**config.mk**
```make
export PLATFORM = sky130hd
export DESIGN_NAME = pm_access_gate
export DESIGN_NICKNAME = d
export VERILOG_FILES = /design/src/rtl/pm_access_gate.sv
export SDC_FILE = /design/constraint.sdc
export NUM_CORES = 1
export LEC_CHECK = 0
export BUFFER_PORTS_ARGS = -buffer_cell sky130_fd_sc_hd__buf_2
export CORE_AREA = 2 2 39 41
export CTS_CLUSTER_DIAMETER = 120
export DETAILED_ROUTE_END_ITERATION = 6
export DIE_AREA = 0 0 41 43
export PLACE_DENSITY = 0.57
export SLEW_MARGIN = 15
export SYNTH_ARGS = -nofsm -noshare
export SYNTH_HDL_FRONTEND = slang
export SYNTH_SLANG_ARGS = --single-unit
```
**constraint.sdc**
```tcl
create_clock -name clk -period 1.1 [get_ports clk]
set_clock_uncertainty 0.1 [all_clocks]
set_input_delay 0.11 -clock clk [delete_from_list [all_inputs] [get_ports clk]]
set_output_delay 0.11 -clock clk [all_outputs]
set_load 0.05 [all_outputs]
```
**src/rtl/pm_access_gate.sv**
```systemverilog
module pm_access_gate #(
  parameter int N_IRQ = 8
) (
  input  logic             clk,
  input  logic             rst_n,
  input  logic             req_valid,
  input  logic [1:0]       req_kind,
  input  logic             req_pm_wr,
  input  logic [1:0]       req_wdata,
  output logic             fwd_valid,
  output logic [1:0]       fwd_kind,
  output logic             cpl_valid,
  output logic             cpl_abort,
  output logic [1:0]       pstate,
  output logic             port_disable,
  input  logic [N_IRQ-1:0] irq_status,
  input  logic [N_IRQ-1:0] irq_enable,
  output logic             irq_out
);
  localparam logic [1:0] KIND_CFG = 2'b00;
  localparam logic [1:0] PS_D0    = 2'b00;
  localparam logic [1:0] PS_D3    = 2'b11;

  logic       in_d3;
  logic       is_cfg;
  logic       blocked;
  logic       ps_write;
  logic [1:0] ps_q;

  assign in_d3    = (ps_q == PS_D3);
  assign is_cfg   = (req_kind == KIND_CFG);
  assign blocked  = in_d3 && !is_cfg;
  assign ps_write = req_valid && is_cfg && req_pm_wr &&
                    (req_wdata == PS_D0 || req_wdata == PS_D3);

  always_ff @(posedge clk or negedge rst_n) begin
    if (!rst_n) ps_q <= PS_D0;
    else if (ps_write) ps_q <= req_wdata;
  end

  always_ff @(posedge clk or negedge rst_n) begin
    if (!rst_n) begin
      fwd_valid <= 1'b0;
      fwd_kind  <= KIND_CFG;
      cpl_valid <= 1'b0;
      cpl_abort <= 1'b0;
      irq_out   <= 1'b0;
    end else begin
      fwd_valid <= req_valid && !blocked;
      fwd_kind  <= req_valid ? req_kind : KIND_CFG;
      cpl_valid <= req_valid;
      cpl_abort <= req_valid && blocked;
      irq_out   <= !in_d3 && |(irq_status & irq_enable);
    end
  end

  assign pstate       = ps_q;
  assign port_disable = in_d3;
endmodule

```
==> flow_summary.yaml, run 1 <==
outcome:
  status: "complete, but fails checks"
  violations: "setup timing"
timing:
  fin_ws_ps: -84.7
  relSlewSlack_pct: 83.5
  holdWs_ps: 13.6
  rsz0062_at_grt: "yes"
  timing.fmax_mhz: 844
  slew_viol_final: 0
  finalCritPeriodShare_pct: 108
  worst_pin_slew_ps: 250
  setup_viol: 1
  setup_tns_ps: -84.7
  period_needed_ps: 1180
  hold_violations: 0
cts:
  worstSkewPairLatency_ps: 250
  cts_buffers: 3
  cts_tree: "built"
  cts_root_buffer: "clkbuf_4"
  cts.sinks: 8
  htree_levels: 1
  cts.clk_slew.worst_paths_ps: 50
  cts_max_path_buffers: 2
global_routing:
  grt_pass1_vias: 315
  globalRouteOverflowTotal: 0
  grt_pass1_wl_um: 1210
  grt_antenna_before_repair: 0
  grt_use_total_pct: 10.5
  grt_start_max_net_pins: 9
die:
  rows: 14
  die_area_um2: 1760
  die_w_um: 41
  io_pins: 33
  start_util_pct: 23.6
  coreArea_um2: 1380
  die_h_um: 43
yosys:
  ys_top_cells_by_area: "dfrtp_1, a22oi_1, and2_1, o21ai_0, nand2_1"
  syn_area_um2: 327
  syn_area_per_cell_um2: 11.3
  ys_ff_latch: 8
  synth_area_leader_cell: "dfrtp_1"
  syn_nets: 53
  ys_seq_area_share_pct: 61.3
  synth_top_area_share_pct: 61.3
  synth.distinct_cells: 12
  syn_inst: 29
  ys_warn_count: 0
route:
  drc: 0
  via_per_inst: 4.19
  ant_nets: 0
  firstDrtPassIters: 2
  post_drt_wl_per_cell_um: 9.54
  wl_um: 811
  drt_iter0_drc: 1
  vias: 356
setup_path:
  cp.arrival_ps: 970
  path_class: "reg -> out"
  crit_path_end_kind: "output port"
  crit_required_ps: 890
  start_kind: "flop"
  cp_max_fo: 3
pwr:
  p_total_uw: 676
  peakVddDrop_mv: 0.513
  p_per_area_nw_per_um2: 1140
  p_leak_nw: 0.322
place:
  port_buffers: 32
  post_dp_cell_area_um2: 515
  place_congestion: 0.648
cells_and_area:
  fillCellCount: 143
  fin_area_um2: 593
  drive_gt1_share_pct: 62.3
  antenna_cells: 0
  final_core_util_pct: 42.9
  area_growth_pct: 81.6
  layout.nets: 95
flow_run:
  drv_cap: 0
min_path:
  hold_path.class: "in -> reg"
-- power by group --
group / total, mW / switching, mW / internal [mW]
clock network: 0.213 / 0.0886 / 0.124
registers: 0.310 / 0.00325 / 0.307
logic: 0.153 / 0.0884 / 0.0645
-- critical path: stages, from the launching register on --
cell and delay (ps):
dfrtp_2 410, and2_4 170, buf_8 140
-- Yosys cell counts --
cell type / n
nor2_1: 1
inv_1: 1
dfrtp_1: 8
a22oi_1: 4
a41oi_1: 1
and2_2: 1
o21ai_0: 3
nand4bb_1: 1
or2_1: 1
nand3_1: 2
and2_1: 3
nand2_1: 3
-- sequential cells by signal, indices dropped and copies added (netlist names) --
signal / count
cpl_abort: 1
fwd_kind: 2
irq_out: 1
fwd_valid: 1
pstate: 2
cpl_valid: 1
-- layout make-up --
| cell class | count | area (µm²) | share of cell area (%) |
|---|---|---|---|
| sequential | 8 | 203 | 34.2 |
| timing repair buffer | 37 | 215 | 36.3 |
| multi-input combinational | 20 | 129 | 21.7 |
| tap | 16 | 20.0 | 3.38 |
| clock buffer | 3 | 22.5 | 3.80 |
| inverter | 1 | 3.75 | 0.633 |
-- metrics by stage --
| stage | cells | setup WS [ps] |
|---|---|---|
| finish | 85 | -84.7 |
| global route | 85 | -106 |
| CTS | 83 | -91.5 |
| detailed placement | 77 | 103 |
| global placement | 77 | 102 |
| floorplan | 29 | -141 |
-- path summary, 6_finish.rpt --
path,start,depth (start not counted),slack (ps),endpoint
setup / recovery,pstate[1]$_DFFE_PN0P_,2,-80,port_disable
hold / removal,req_valid,3,10,cpl_abort$_DFF_PN0_
hold reg to reg,pstate[1]$_DFFE_PN0P_,3,530,pstate[1]$_DFFE_PN0P_
min in group asynchronous,rst_n,2,140,fwd_valid$_DFF_PN0_
max in group asynchronous,rst_n,2,580,pstate[1]$_DFFE_PN0P_
setup reg to reg,pstate[1]$_DFFE_PN0P_,4,50,fwd_valid$_DFF_PN0_
-- layer usage --
metal  vias to the layer above  track usage (%)  wire length [µm]
met5                         -                0                 0
met4                         0             4.00                 0
met3                         0             4.71                63
met2                        12             16.9               415
met1                       159             11.6               332
li1                        185                -                 -
-- kinds of logic (layout without fill, tap and decap cells) --
logic type / count (synthesis) / in the layout / share of synthesized area, %
DFF: 8 / 8 / 61.3
AOI/OAI and AO/OA: 8 / 8 / 16.5
buffers and inverters: 1 / 41 / 1.15
and+or+nand+nor: 12 / 12 / 21.1
-- repair_timing --
action                                 CTS  global route
hold buffers                             2             0
setup endpoints to repair                2             4
resized for setup                        4             0
endpoints found under the hold margin    9             0
pin swaps                                1             0
buffers inserted                         1             2
-- cells in the final DEF (no fill, tap or decap) --
cell | synthesis | layout
dfrtp_1 | 8 | 6
and2_4 | 0 | 1
or2_1 | 1 | 1
nand4bb_1 | 1 | 1
and2_1 | 3 | 2
nor2_1 | 1 | 1
and2_2 | 1 | 1
nand2_1 | 3 | 3
dlygate4sd3_1 | 0 | 2
dfrtp_2 | 0 | 2
nand3_1 | 2 | 2
o21ai_0 | 3 | 2
buf_2 | 0 | 30
clkbuf_4 | 0 | 3
a22oi_1 | 4 | 4
inv_1 | 1 | 1
buf_8 | 0 | 1
o21ai_2 | 0 | 1
a41oi_1 | 1 | 1
buf_4 | 0 | 4
No activity file was read; power rests on OpenSTA's default activity.
==> run 2: changes to the inputs <==
==> constraint.sdc (replaced) <==
create_clock -name clk -period 1.1 [get_ports clk]
set_clock_uncertainty 0.1 [all_clocks]
set_input_delay 0 -clock clk [delete_from_list [all_inputs] [get_ports clk]]
set_output_delay 0 -clock clk [all_outputs]
set_load 0.05 [all_outputs]
==> flow_summary.yaml, run 2 (synthesis gave the netlist of run 1 again) <==
setup_path:
  critPathTopFamily: "flip-flops"
  cpMaxStageDelayCell: "dfrtp_2"
  cp_max_fo: 3
  rrSetupSlack_ps: 50
  crit_path_end_kind: "output port"
  path_class: "reg -> out"
  crit_required_ps: 1000
  slowest_delay_ps: 410
  r2r_cells: 4
  rr_endpoint: "fwd_valid$_DFF_PN0_"
  critPathBufInv: 1
  start_kind: "flop"
  rr_startpoint: "pstate[1]$_DFFE_PN0P_"
  crit_chain: "and2_4 -> buf_8"
  cp.arrival_ps: 980
timing:
  finalCritPeriodShare_pct: 98.3
  worst_pin_slew_ps: 252
  slew_viol_final: 0
  setup_tns_ps: 0
  rsz0062_at_grt: "yes"
  timing.fmax_mhz: 925
  period_needed_ps: 1080
  fin_ws_ps: 18.4
  relSlewSlack_pct: 83.3
  hold_violations: 0
  setup_viol: 0
cts:
  cts_root_buffer: "clkbuf_4"
  htree_levels: 1
  cts.clk_slew.worst_paths_ps: 60
  cts_buffers: 3
  cts_tree: "built"
  worstSkewPairLatency_ps: 260
  cts.sinks: 8
  cts_max_path_buffers: 2
cells_and_area:
  most-common-layout-cells: "buf_2, dlygate4sd3_1, dfrtp_1, a22oi_1"
  layout.nets: 107
  area_growth_pct: 121
  drive_gt1_share_pct: 53.7
  layout_commonest_cell: "buf_2"
  fin_area_um2: 722
  final_cell_count_no_fill: 98
  antenna_cells: 0
pwr:
  pwr-share-clk_pct: 32.5
  power.switching_uw: 202
  p_leak_nw: 0.372
  seqPwrFrac_pct: 41.9
  p_int_uw: 538
  combPwrFrac_pct: 25.6
  p_per_area_nw_per_um2: 1030
  peakVddDrop_mv: 0.522
  swShare_pct: 27.3
die:
  start_util_pct: 23.6
  io_pins: 33
  coreArea_um2: 1380
  rows: 14
  die_w_um: 41
  die_h_um: 43
  die_area_um2: 1760
min_path:
  whs_path_depth: 3
  hold_start: "irq_enable[0]"
  hold_path.class: "in -> reg"
  hold_end: "irq_out$_DFF_PN0_"
global_routing:
  grt_antenna_before_repair: 0
  globalRouteOverflowTotal: 0
  grt_pass1_wl_um: 1680
  grt_pass1_vias: 451
  grt_start_max_net_pins: 9
  grt_use_total_pct: 14.5
outcome:
  status: "finished clean"
place:
  place_congestion: 0.640
  hpwl_um: 656
  place_ws_ps: 180
  post_dp_cell_area_um2: 515
  dp.cells: 77
  port_buffers: 32
route:
  via_per_inst: 4.24
  drt_iter0_drc: 8
  ant_nets: 0
  firstDrtPassIters: 4
  wl_um: 1020
  vias: 416
  drc: 0
  post_drt_wl_per_cell_um: 10.4
flow_run:
  drv_cap: 0
==> run 2: worst max-delay path by stage <==
| stage | slack [ps] | end | cells after the start | from |
|---|---|---|---|---|
| final | 20 | port_disable | 2 | pstate[1]$_DFFE_PN0P_ |
| after global placement | 190 | pstate[0]$_DFFE_PN0P_ | 4 | req_kind[1] |
| after CTS | 10 | port_disable | 2 | pstate[1]$_DFFE_PN0P_ |
| after floorplan | -140 | fwd_valid$_DFF_PN0_ | 3 | pstate[1]$_DFFE_PN0P_ |
| after detailed placement | 180 | irq_out$_DFF_PN0_ | 2 | pstate[0]$_DFFE_PN0P_ |
| after global routing | -20 | port_disable | 2 | pstate[1]$_DFFE_PN0P_ |
==> run 2: metal layers <==
| metal | part of all wire (%) | track usage, % |
|---|---|---|
| met1 | 40 | 13.1 |
| met2 | 53 | 22.8 |
| met3 | 6.2 | 9.42 |
| met4 | 1.2 | 8.67 |
| met5 | 0 | 0 |
==> run 2: power by group through the flow <==
| stage | Sequential, mW | Combinational, mW | Clock (mW) |
|---|---|---|---|
| after detailed placement | 0.316 | 0.142 | 0 |
| after global routing | 0.312 | 0.205 | 0.280 |
| after CTS | 0.310 | 0.180 | 0.253 |
| after global placement | 0.315 | 0.143 | 0 |
| after floorplan | 0.361 | 0.0296 | 0 |
| final | 0.310 | 0.189 | 0.241 |
==> run 2: cell type report <==
type,count,area (µm²)
well taps,16,20.0
fillers,131,662
multi-input cells,20,136
repair buffers,49,333
inverters,1,3.75
clock buffers,4,26.3
flip-flops and latches,8,203
==> run 2: tightest hold or removal path, cell delays in order <==
cell and delay, ps:
buf_2 80, a22oi_1 80, a41oi_2 160
==> run 2: what timing repair did <==
item / CTS / global route
cloned: 0 / 0
hold buffers: 12 / 2
buffers inserted: 2 / 1
resized for setup: 3 / 1
endpoints found under the hold margin: 16 / 1
endpoints found under the setup margin: 1 / 3
pin swaps: 1 / 0
==> run 2: per-stage QoR <==
stage,power (mW),utilization (%),hold slack (ps)
after global placement,0.458,37.3,-251
after detailed placement,0.458,37.3,-252
after CTS,0.744,49.6,3.38
after global routing,0.797,52.2,6.71
final,0.740,52.2,2.09
after floorplan,0.391,-,-396
==> run 3: changes to the inputs <==
Settings changed: RECOVER_POWER set to 100.
==> flow_summary.yaml, run 3 (synthesis gave the netlist of run 1 again) <==
min_path:
  hold_path.class: "in -> reg"
  whs_path_depth: 3
pwr:
  p_leak_nw: 0.367
  p_per_area_nw_per_um2: 1030
  peakVddDrop_mv: 0.521
place:
  port_buffers: 32
  hpwl_um: 656
  place_congestion: 0.640
cells_and_area:
  most-common-layout-cells: "buf_2, dlygate4sd3_1, clkbuf_2, dfrtp_1, a22oi_1"
  drive_gt1_share_pct: 52.4
  antenna_cells: 0
  area_growth_pct: 121
  layout_commonest_cell: "buf_2"
  layout.nets: 107
  fillCellCount: 132
timing:
  worst_pin_slew_ps: 426
  setup_tns_ps: 0
  hold_violations: 0
  finalCritPeriodShare_pct: 98.3
  setup_viol: 0
  timing.fmax_mhz: 925
  period_needed_ps: 1080
  holdWs_ps: 2.68
  rsz0062_at_grt: "yes"
  slew_viol_final: 0
  relSlewSlack_pct: 71.6
die:
  io_pins: 33
  rows: 14
  coreArea_um2: 1380
  start_util_pct: 23.6
  die_w_um: 41
  die_area_um2: 1760
  die_h_um: 43
route:
  firstDrtPassIters: 4
  drc: 0
  post_drt_wl_per_cell_um: 10.5
  via_per_inst: 4.22
  ant_nets: 0
  drt_iter0_drc: 8
  wl_um: 1030
  vias: 414
global_routing:
  grt_util_met2_pct: 22.8
  globalRouteOverflowTotal: 0
  grt_pass1_wl_um: 1680
  global_route.usage.met3_pct: 9.42
  grt_start_max_net_pins: 9
  grt_use_met1_pct: 13.1
  grt.busiest_layer: "met2"
  grt_antenna_before_repair: 0
  grt_use_total_pct: 14.5
  grt_pass1_vias: 451
cts:
  cts.sinks: 8
  cts.clk_slew.worst_paths_ps: 60
  cts_tree: "built"
  worstSkewPairLatency_ps: 260
  cts_max_path_buffers: 2
  cts_buffers: 3
  cts_root_buffer: "clkbuf_4"
  htree_levels: 1
setup_path:
  r2r_cells: 4
  crit_path_end_kind: "output port"
  crit_chain: "and2_4 -> buf_8"
  cp.arrival_ps: 980
  cpMaxStageDelayCell: "dfrtp_2"
  path_class: "reg -> out"
  cp_max_fo: 3
  crit_required_ps: 1000
  start_kind: "flop"
  slowest_delay_ps: 410
flow_run:
  drv_cap: 0
outcome:
  status: "finished clean"
[run 3: routing by layer]
layer,routed length [µm],vias to the layer above
met5,0,-
met4,12,0
met3,59,2
met2,540,16
met1,412,184
li1,-,212
[run 3: power breakdown]
group / internal [mW] / switching (mW)
registers: 0.307 / 0.00385
clock network: 0.139 / 0.102
logic: 0.0914 / 0.0969
[run 3: final timing paths]
kind / startpoint / end / slack, ps
setup reg to reg: pstate[1]$_DFFE_PN0P_ / fwd_valid$_DFF_PN0_ / 50
hold reg to reg: pstate[0]$_DFFE_PN0P_ / pstate[0]$_DFFE_PN0P_ / 440
min in group asynchronous: rst_n / irq_out$_DFF_PN0_ / 90
max in group asynchronous: rst_n / pstate[1]$_DFFE_PN0P_ / 490
setup / recovery: pstate[1]$_DFFE_PN0P_ / port_disable / 20
hold / removal: irq_enable[3] / irq_out$_DFF_PN0_ / 3
[run 3: cell type report]
class                      count  area (µm²)  area share [%]
tap                           16        20.0            2.78
inverter                       1        3.75           0.521
clock buffer                   4        26.3            3.65
multi-input combinational     20         136            18.9
timing repair buffer          49         332            46.0
sequential                     8         203            28.1
[run 3: stage by stage]
step / worst slack [ps] / instances / util [%] / power, mW / area (µm²)
finish: 18.5 / 98 / 52.1 / 0.740 / 721
global route: -23.6 / 98 / 52.1 / 0.796 / 721
CTS: 10.0 / 95 / 49.6 / 0.744 / 687
detailed placement: 180 / 77 / 37.3 / 0.458 / 515
global placement: 189 / 77 / 37.3 / 0.458 / 515
floorplan: -141 / 29 / - / 0.391 / 335
[run 3: what timing repair did]
item                                    CTS  global route
endpoints found under the hold margin    16             1
setup buffers                             2             1
endpoints found under the setup margin    1             3
resized for setup                         3             1
hold buffers                             12             2
pin swaps                                 1             0
[run 3: critical path: cells and delay by family, from the launching register on]
family	cells	cell delay, ps
DFF	1	410
and+or+nand+nor	1	170
buffers and inverters	1	140
